--- config.mk ---
export PLATFORM = sky130hd
export DESIGN_NAME = trig_capture
export DESIGN_NICKNAME = d
export VERILOG_FILES = /design/src/rtl/cap_pkg.sv /design/src/rtl/cap_match.sv /design/src/rtl/cap_seq.sv /design/src/rtl/cap_buf.sv /design/src/rtl/trig_capture.sv
export SDC_FILE = /design/constraint.sdc
export NUM_CORES = 2
export LEC_CHECK = 0
export ABC_AREA = 0
export ABC_CLOCK_PERIOD_IN_PS = 4140
export BUFFER_PORTS_ARGS = -buffer_cell sky130_fd_sc_hd__buf_2
export CORE_MARGIN = 4
export CORE_UTILIZATION = 44
export CTS_BUF_LIST = sky130_fd_sc_hd__clkbuf_2
export CTS_CLUSTER_SIZE = 30
export DETAILED_ROUTE_END_ITERATION = 7
export MAX_ROUTING_LAYER = met4
export PLACE_DENSITY = 0.68
export SYNTH_ARGS = -nofsm -noshare
export SYNTH_HDL_FRONTEND = slang
export SYNTH_SLANG_ARGS = --single-unit
--- constraint.sdc ---
create_clock -name clk_i -period 4.14 [get_ports clk_i]
set_input_delay 1.035 -clock clk_i [delete_from_list [all_inputs] [get_ports clk_i]]
set_output_delay 1.035 -clock clk_i [all_outputs]
set_load 0.01 [all_outputs]
--- src/rtl/cap_pkg.sv ---
package cap_pkg;
  typedef enum logic [1:0] {
    ST_IDLE  = 2'd0,
    ST_ARMED = 2'd1,
    ST_TRIG  = 2'd2,
    ST_FULL  = 2'd3
  } cap_state_e;

  localparam logic [1:0] REG_CTRL  = 2'd0;
  localparam logic [1:0] REG_MATCH = 2'd1;
  localparam logic [1:0] REG_DEPTH = 2'd2;
  localparam logic [1:0] REG_TRIG  = 2'd3;

  localparam int NPROBE = 3;
endpackage

--- src/rtl/cap_match.sv ---
module cap_match (
  input  logic probe_i,
  input  logic val_i,
  input  logic care_i,
  output logic hit_o
);
  assign hit_o = !care_i || (probe_i == val_i);
endmodule

--- src/rtl/cap_seq.sv ---
module cap_seq
  import cap_pkg::*;
#(
  parameter int AW = 9
) (
  input  logic          clk_i,
  input  logic          rst_ni,
  input  logic          arm_i,
  input  logic          two_lvl_i,
  input  logic          m0_i,
  input  logic          m1_i,
  input  logic          qual_i,
  input  logic [AW-1:0] depth_m1_i,
  output cap_state_e    state_o,
  output logic [AW:0]   cnt_o,
  output logic          store_o,
  output logic [AW-1:0] wptr_o
);
  cap_state_e  state_q;
  logic        lvl_q;
  logic [AW:0] cnt_q;
  logic        fire, last;

  // level must already be 1 before unit 1 can fire
  assign fire    = (state_q == ST_ARMED) && (two_lvl_i ? (lvl_q && m1_i) : m0_i);
  assign store_o = (fire || state_q == ST_TRIG) && qual_i;
  assign last    = store_o && (cnt_q == {1'b0, depth_m1_i});

  always_ff @(posedge clk_i or negedge rst_ni) begin
    if (!rst_ni) begin
      state_q <= ST_IDLE;
      lvl_q   <= 1'b0;
      cnt_q   <= '0;
    end else if (arm_i) begin
      state_q <= ST_ARMED;
      lvl_q   <= 1'b0;
      cnt_q   <= '0;
    end else begin
      if (state_q == ST_ARMED && two_lvl_i && !lvl_q && m0_i) lvl_q <= 1'b1;
      if (store_o) cnt_q <= cnt_q + 1'b1;
      if (last) state_q <= ST_FULL;
      else if (fire) state_q <= ST_TRIG;
    end
  end

  assign state_o = state_q;
  assign cnt_o   = cnt_q;
  assign wptr_o  = cnt_q[AW-1:0];

  AST_ARM_CLEARS: assert property (@(posedge clk_i) disable iff (!rst_ni)
    arm_i |=> (state_q == ST_ARMED && cnt_q == '0));
  AST_FULL_HOLD: assert property (@(posedge clk_i) disable iff (!rst_ni)
    (state_q == ST_FULL && !arm_i) |=> state_q == ST_FULL);
  AST_IDLE_NO_COUNT: assert property (@(posedge clk_i) disable iff (!rst_ni)
    ((state_q == ST_IDLE || state_q == ST_FULL) && !arm_i) |=> $stable(cnt_q));
  AST_SEQ_ORDER: assert property (@(posedge clk_i) disable iff (!rst_ni)
    (state_q == ST_ARMED && two_lvl_i && !lvl_q) |=> state_q == ST_ARMED);
  AST_COUNT_STEP: assert property (@(posedge clk_i) disable iff (!rst_ni)
    !arm_i |=> (cnt_q == $past(cnt_q) || cnt_q == $past(cnt_q) + 1'b1));
  AST_NO_PRETRIG: assert property (@(posedge clk_i) disable iff (!rst_ni)
    (state_q == ST_ARMED && !arm_i && !store_o) |=> cnt_q == '0);
endmodule

--- src/rtl/cap_buf.sv ---
module cap_buf #(
  parameter int DW    = 8,
  parameter int DEPTH = 512,
  parameter int AW    = $clog2(DEPTH)
) (
  input  logic          clk_i,
  input  logic          we_i,
  input  logic [AW-1:0] waddr_i,
  input  logic [DW-1:0] wdata_i,
  input  logic [AW-1:0] raddr_i,
  output logic [DW-1:0] rdata_o
);
  logic [DW-1:0] mem [DEPTH];

  always_ff @(posedge clk_i) begin
    if (we_i) mem[waddr_i] <= wdata_i;
    rdata_o <= mem[raddr_i];
  end
endmodule

--- src/rtl/trig_capture.sv ---
module trig_capture
  import cap_pkg::*;
#(
  parameter int DW        = 8,
  parameter int MAX_DEPTH = 512,
  localparam int AW       = $clog2(MAX_DEPTH)  // also register width; needs AW >= 7
) (
  input  logic          clk_i,
  input  logic          rst_ni,
  input  logic          wr_en_i,
  input  logic [1:0]    wr_addr_i,
  input  logic [AW-1:0] wr_data_i,
  input  logic [AW-1:0] rd_addr_i,
  output logic [DW-1:0] rd_data_o,
  input  logic [2:0]    probe_i,
  input  logic [DW-1:0] data_i,
  output logic [1:0]    state_o,
  output logic [AW:0]   count_o
);
  logic [NPROBE-1:0] val_q, care_q, qmask_q, hit;
  logic [AW-1:0]     depth_m1_q, wptr;
  logic              two_lvl_q, arm, qual, store;
  cap_state_e        state;

  assign arm = wr_en_i && wr_addr_i == REG_CTRL && wr_data_i[0];

  always_ff @(posedge clk_i or negedge rst_ni) begin
    if (!rst_ni) begin
      val_q      <= '0;
      care_q     <= '0;
      depth_m1_q <= AW'(15);
      qmask_q    <= 3'b100;
      two_lvl_q  <= 1'b1;
    end else if (wr_en_i) begin
      unique case (wr_addr_i)
        REG_MATCH: begin
          val_q  <= wr_data_i[2:0];
          care_q <= wr_data_i[6:4];
        end
        REG_DEPTH: depth_m1_q <= wr_data_i;
        REG_TRIG: begin
          qmask_q   <= wr_data_i[2:0];
          two_lvl_q <= wr_data_i[4];
        end
        default: ;
      endcase
    end
  end

  for (genvar g = 0; g < NPROBE; g++) begin : g_match
    cap_match u_match (
      .probe_i (probe_i[g]),
      .val_i   (val_q[g]),
      .care_i  (care_q[g]),
      .hit_o   (hit[g])
    );
  end

  assign qual = &(hit | ~qmask_q);

  cap_seq #(.AW(AW)) u_seq (
    .clk_i      (clk_i),
    .rst_ni     (rst_ni),
    .arm_i      (arm),
    .two_lvl_i  (two_lvl_q),
    .m0_i       (hit[0]),
    .m1_i       (hit[1]),
    .qual_i     (qual),
    .depth_m1_i (depth_m1_q),
    .state_o    (state),
    .cnt_o      (count_o),
    .store_o    (store),
    .wptr_o     (wptr)
  );

  cap_buf #(.DW(DW), .DEPTH(MAX_DEPTH), .AW(AW)) u_buf (
    .clk_i   (clk_i),
    .we_i    (store),
    .waddr_i (wptr),
    .wdata_i (data_i),
    .raddr_i (rd_addr_i),
    .rdata_o (rd_data_o)
  );

  assign state_o = state;

  AST_STORE_QUALIFIED: assert property (@(posedge clk_i) disable iff (!rst_ni)
    (store && !arm) |=> count_o == $past(count_o) + 1'b1);
endmodule

# After elaboration in Yosys (flattened, before gate mapping)
# Memory sizes are Yosys's and may differ from the RTL's. A register that Yosys moved wholly into a read port is not among the register bits.
# Index checks and enable logic that the tools add are counted.
[classes]
n_mux = 10
mul = 0
eq_ne = 9
bitwise = 2
n_addsub = 1
shifts = 0
n_div = 0
n_reduce_logical = 25
order_cmp = 0
[ops]
columns = ["operator", "n"]
rows = [
  ["two-way mux 10 bit", 2],
  ["adder 10 x 1 -> 10 bit (second input constant)", 1],
  ["equality test 10 x 9 -> 1 bit", 1],
  ["logical AND 1 bit", 9],
  ["equality test 2 bit (second input constant)", 3],
  ["two-way mux 2 bit", 3],
  ["AND reduction 2 bit", 3],
  ["two-way mux 1 bit", 5],
  ["equality test 2 x 1 -> 1 bit (second input constant)", 2],
  ["zero test 1 bit", 4],
  ["logical OR 1 bit", 4],
  ["nonzero test 2 bit", 2],
  ["equality test 1 bit", 3],
  ["NOT 3 bit", 1],
  ["OR 3 bit", 1],
  ["AND reduction 3 bit", 1],
  ["nonzero test 3 bit", 1],
  ["zero test 2 bit", 1],
]
[totals]
rom_bits = 0
ram_bits = 4096
latch_bits = 0
inputBits = 34
out_inout_bits = 20
reg_bits = 32
memories = 1
[mem_list]
columns = ["name", "depth", "word_bits", "rd", "rd_clocked_by_memory_dff", "wr", "line_no", "rtl"]
rows = [
  ["u_buf.mem", 512, 8, 1, 1, 1, "cap_buf.sv:13", "logic [DW-1:0] mem [DEPTH];"],
]

# Logic depth before layout (Yosys ltp)
[depth]
word_depth = 10
mapped_depth = 14

# Cells and area by module
# From an unflattened synthesis, not the netlist that was laid out.
[unflattened]
cells_unflattened = 8170
hier_area_um2 = 161580.0
[modules_own_cells]
columns = ["module", "cells_each", "area_each_um2", "n_inst", "seq_area_each_um2"]
rows = [
  ["cap_buf", 8030, 159927.1, 1, 123158.1],
  ["cap_seq", 88, 848.3, 1, 325.3],
  ["trig_capture", 46, 767.0, 1, 483.0],
  ["cap_match", 2, 12.5, 3, 0.0],
]

# Worst setup path after synthesis
# No wires, ideal clock.
[synth_timing]
path_kind = "input -> register"
from = "input probe_i[0]"
to = "memory u_buf.mem[132][0] (enable)"
n_path_buf = 3
required_time_ns = 3.770
path_stages = 9
arrival_ns = 3.157
setup_time_ns = 0.370
setup_slack_ns = 0.612
path_cell_list = "xor2_1 and3_1 a311oi_1 o21a_1 clkbuf_1 buf_1 nand3_1 clkbuf_1 nor2_1"
[synth_via]
elab_chain_len = 8
elab_cells_between_ends = 10
classes_between = "eq/ne (1); mux (3); bitwise (1); reduce/logical (5)"
[synth_lines]
columns = ["item", "line_no", "rtl"]
rows = [
  ["start: declaration", "trig_capture.sv:15", "input logic [2:0] probe_i,"],
  ["equality test 1 bit (*)", "cap_match.sv:7", "assign hit_o = !care_i || (probe_i == val_i);"],
  ["logical OR 1 bit (*)", "cap_match.sv:7", ""],
  ["two-way mux 1 bit", "cap_seq.sv:25", "assign fire = (state_q == ST_ARMED) && (two_lvl_i ? (lvl_q && m1_i) : m0_i);"],
  ["logical AND 1 bit", "cap_seq.sv:25", ""],
  ["logical OR 1 bit", "cap_seq.sv:26", "assign store_o = (fire || state_q == ST_TRIG) && qual_i;"],
  ["logical AND 1 bit (*)", "cap_seq.sv:26", ""],
  ["two-way mux 1 bit (*)", "cap_buf.sv:16", "if (we_i) mem[waddr_i] <= wdata_i;"],
  ["two-way mux 1 bit (not written as such) (*)", "cap_buf.sv:16", ""],
  ["end: declaration", "cap_buf.sv:13", ""],
]
# Every way passes the cells marked *; elsewhere a longest branch is shown, timed or not.

==> impl_summary.txt <==
----------------------------------------------------
[Timing]
  Unrepaired setup endpoints after global routing ... no
  Count of final setup violators ... 0
  Worst slew margin relative to its limit ... 0.01853
  Worst Max-Slew Pin Slew ... roughly 1.5 ns
  Final critical-path share of the clock period ... 0.9733
  Minimum period implied by the final worst setup slack ... 4.030 ns
  Max Fclk ... 248.2 MHz
  Clock Skew ... about 0.27 ns
  Final hold vios ... 0
  Sum of negative setup slack ... 0 ns
  Final Slew Violations ... 0
  Final hold slack ... 0.2848 ns

[Cells and area]
  Layout overhead on the synthesized area ... 14.48%
  Final Net Count ... between 9k and 10k
  Filler-free cell count of the finished design ... around 16k
  Post-Route Utilization ... 0.5053
  Share of post-route cells with drive strength above 1 ... 0.3238

[Global routing]
  Antenna violations before repair ... 21
  Pin count of the biggest net entering global routing ... 109
  Vias in the first global route ... just over 90k
  First-pass GRT wire length ... 635,000 um
  All-layer global routing usage ... 0.2339
  Overall overflow remaining after global route ... 0

[Status]
  Status ... complete, no violations

[Worst setup path]
  Critical Path AT ... 6.14 ns
  Critical R2R Launch ... u_buf.mem[435][0]$_DFFE_PP_
  Maximum fanout along the worst path ... 1
  Worst setup slack for register-to-register paths ... between 0.1 and 0.15 ns
  Startpoint Class ... flop
  Type of destination of the critical path ... flop
  Required time worst endpoint ... roughly 6.3 ns
  Worst Setup SP ... u_buf.mem[435][0]$_DFFE_PP_
  Worst setup path category ... reg -> reg

[Floorplan]
  Die Span Y ... approximately 620 um
  Die Area ... approximately 380,000 um^2
  Initial core utilization ... 0.4414
  Row Count ... 223
  Horizontal die dimension ... approximately 620 um
  Core ar. ... around 370,000 um^2
  Ports placed on the boundary ... 54

[Synthesis]
  Leading register cell type out of synthesis ... sky130_fd_sc_hd__edfxtp_1
  Post-synth cell types ... a little under 90
  Sequential area share after synthesis ... 0.7614
  Count of warnings emitted by yosys ... 0
  EDFF count, synth ... between 4k and 5k
  Async S/R FF share, synth ... 0.007737
  Post-Syn Area per Cell ... approximately 20 um^2
  Top area cells in the synthesized netlist ... sky130_fd_sc_hd__edfxtp_1, sky130_fd_sc_hd__mux4_2, sky130_fd_sc_hd__mux2i_1, sky130_fd_sc_hd__nor2_1, sky130_fd_sc_hd__o221ai_1
  Cell count after synthesis ... 8,237
  Post-synthesis net count ... between 8k and 9k
  Syn Std Cell Area ... 162,800 um^2
  Cell taking the most area after synthesis ... sky130_fd_sc_hd__edfxtp_1
  Share of Yosys cell area claimed by the top area cell type ... 0.7555
  #FFs+latches synth ... around 4.1k

[Clock network]
  Sink Count ... between 4k and 5k
  Later-pin clock latency in the skew report ... about 2.3 ns
  Clk buf depth ... 4
  Root Driver ... sky130_fd_sc_hd__clkbuf_2
  Number of buffers inserted during clock tree synthesis ... 938
  H-Tree Depth ... 6
  Clock tree from TritonCTS ... yes
  Clock slew at reported path FFs ... between 0.1 and 0.15 ns

[Power and ir drop]
  Net switching share of the total power ... 0.2578
  Flop pwr share ... 0.594
  Power Total ... a little under 0.08 W
  Switching pwr ... 0.02009 W
  IR drop worst, VDD ... 0.2817 mV
  Logic gate share of total power ... 0.078
  Internal power consumption ... ~0.058 W
  Pwr per Cell Area ... roughly 420 nW/um^2
  Share of power burned in the clock network ... 0.328
  Leakage power of the design ... around 63 nW

[Drt]
  Total wirelength of the detailed-routed design ... 439,800 um
  Vias after detailed routing ... 91.25k
  Via count normalized by instance count ... approximately 5.8
  1st-pass router iterations ... 7
  Drt wl/cell ... roughly 28 um
  # DRC ... 0
  Antenna Violating Nets Remaining ... 0
  Initial drt markers ... between 10k and 15k

[Place]
  Half-perimeter wire length after detailed placement ... approximately 280,000 um
  Inst Count DP ... 13.84k
  Final estimated routing congestion in global placement ... 0.9612
  Port Buffers ... 53

[Min path]
  Hold crit path type ... in -> reg
  Origin of the worst min-delay path ... rd_addr_i[5]

[Job]
  Max Cap Viol ... 0

----------------------------------------------------
==> synth_stat cells, types with 41 or more instances <==
master                        n
sky130_fd_sc_hd__a21oi_1    119
sky130_fd_sc_hd__or2_2       50
sky130_fd_sc_hd__nor2_1     628
sky130_fd_sc_hd__buf_8       46
sky130_fd_sc_hd__mux2_2      42
sky130_fd_sc_hd__buf_6       52
sky130_fd_sc_hd__o22ai_1    231
sky130_fd_sc_hd__clkbuf_1   259
sky130_fd_sc_hd__o221ai_1   227
sky130_fd_sc_hd__mux4_2     671
sky130_fd_sc_hd__nor4_1      61
sky130_fd_sc_hd__nand2_1    164
sky130_fd_sc_hd__o21ai_0    101
sky130_fd_sc_hd__edfxtp_1  4096
sky130_fd_sc_hd__buf_2       65
sky130_fd_sc_hd__buf_4       49
sky130_fd_sc_hd__nand3_1     56
sky130_fd_sc_hd__mux2i_1    701
sky130_fd_sc_hd__nand4_1     43
sky130_fd_sc_hd__a211oi_1    41
sky130_fd_sc_hd__nor3_1     130
==> metrics by stage <==
step	setup WS (ns)	cell area [um^2]
after detailed placement	-0.4208	176500
final	0.1104	186400
after global placement	-1.511	176500
after CTS	-0.04216	186300
after floorplan	0.6123	162800
after global routing	0.01410	186400
==> flip-flops by register name (all words and copies together), names as in the netlist <==
signal         count
u_seq.cnt_o       10
val_q              3
u_buf.rdata_o      8
two_lvl_q          1
qmask_q            3
depth_m1_q         9
u_seq.lvl_q        1
care_q             3
u_seq.state_o      2
u_buf.mem       4096
==> critical path: stages (launching register included) <==
cell	delay (ns)
sky130_fd_sc_hd__edfxtp_1	0.39
sky130_fd_sc_hd__mux4_2	0.52
sky130_fd_sc_hd__mux4_2	0.49
sky130_fd_sc_hd__and2_1	0.21
sky130_fd_sc_hd__a211oi_2	0.25
sky130_fd_sc_hd__dlygate4sd3_1	0.61
sky130_fd_sc_hd__buf_4	0.12
sky130_fd_sc_hd__nor3_1	0.04
sky130_fd_sc_hd__dlygate4sd3_1	0.58
sky130_fd_sc_hd__and3_1	0.17
sky130_fd_sc_hd__dlygate4sd3_1	0.55
==> power by group through the flow <==
stage | clock network [W] | registers, W | logic (W)
2_1_floorplan | 0 | 0.0472 | 0.00267
4_1_cts | 0.0262 | 0.0463 | 0.00603
5_1_grt | 0.0285 | 0.0463 | 0.00627
6_report | 0.0255 | 0.0463 | 0.00608
3_3_place_gp | 0 | 0.0473 | 0.00572
3_5_place_dp | 0 | 0.0473 | 0.00582
==> cell usage in the layout (no fill, tap or decap), types with 10 or more instances in the layout <==
cell	instances
sky130_fd_sc_hd__a211oi_1	40
sky130_fd_sc_hd__nand2_1	158
sky130_fd_sc_hd__clkinv_1	267
sky130_fd_sc_hd__buf_8	10
sky130_fd_sc_hd__buf_2	37
sky130_fd_sc_hd__or3_1	10
sky130_fd_sc_hd__or2_2	50
sky130_fd_sc_hd__nor3_1	130
sky130_fd_sc_hd__and2_1	14
sky130_fd_sc_hd__inv_6	22
sky130_fd_sc_hd__nor4_1	60
sky130_fd_sc_hd__mux2_2	42
sky130_fd_sc_hd__mux4_2	671
sky130_fd_sc_hd__nand3_1	47
sky130_fd_sc_hd__dlygate4sd3_1	79
sky130_fd_sc_hd__nand2b_1	15
sky130_fd_sc_hd__and3_1	16
sky130_fd_sc_hd__o21ai_0	101
sky130_fd_sc_hd__clkinv_2	36
sky130_fd_sc_hd__a31oi_1	17
sky130_fd_sc_hd__xor2_1	11
sky130_fd_sc_hd__a21oi_1	119
sky130_fd_sc_hd__o21a_1	12
sky130_fd_sc_hd__buf_4	981
sky130_fd_sc_hd__diode_2	26
sky130_fd_sc_hd__o22ai_1	230
sky130_fd_sc_hd__a2111oi_0	23
sky130_fd_sc_hd__o2bb2ai_1	15
sky130_fd_sc_hd__nand4_1	43
sky130_fd_sc_hd__clkbuf_2	1351
sky130_fd_sc_hd__edfxtp_1	4096
sky130_fd_sc_hd__dfrtp_1	17
sky130_fd_sc_hd__buf_12	148
sky130_fd_sc_hd__nor2_1	627
sky130_fd_sc_hd__o32ai_1	11
sky130_fd_sc_hd__mux4_1	36
sky130_fd_sc_hd__o221ai_1	226
sky130_fd_sc_hd__mux2i_1	701
==> path summary, 6_finish.rpt <==
check,end,cells past startpoint
max,u_buf.rdata_o[0]$_DFF_P_,10
min,u_buf.rdata_o[3]$_DFF_P_,10
max reg2reg,u_buf.rdata_o[0]$_DFF_P_,10
min reg2reg,u_seq.lvl_q$_DFFE_PN0P_,2
max in group asynchronous,depth_m1_q[1]$_DFFE_PN1P_,5
min in group asynchronous,u_seq.cnt_o[1]$_DFFE_PN0P_,5
==> timing repair <==
action / CTS / global route
endpoints found under the setup margin: 17 / 2
hold buffers: 88 / 0
buffers inserted: 6 / 0
gates resized for setup: 30 / 3
endpoints found under the hold margin: 4238 / 0
==> per-layer routing <==
metal  GRT usage  wire (um)  share of wire
met2      0.3631     212100           0.48
met4     0.08978      17450          0.040
met5           -          0              0
met3     0.04685      43630          0.099
met1      0.3067     166700           0.38
==> area by class of cell <==
class / instances / area [um^2]
sequential: 4136 / 124000
multi-input combinational: 3571 / 35670
fill: 29800 / 182500
tap: 4950 / 6193
clock inverter: 363 / 1914
antenna: 26 / 65.06
inverter: 9 / 46.29
timing repair buffer: 1268 / 11730
clock buffer: 1351 / 6761
==> kinds of logic after synthesis <==
group,count (synthesis),synth area share
AOI/OAI and AO/OA,856,0.03683
xor gates and xnor gates,20,0.001076
DFF,4136,0.7614
and+or+nand+nor,1240,0.03466
muxes,1451,0.1447
buffers and inverters,530,0.02102
adders and majority gates,4,0.0003074
Note: power is estimated with default switching activity, not from simulation.
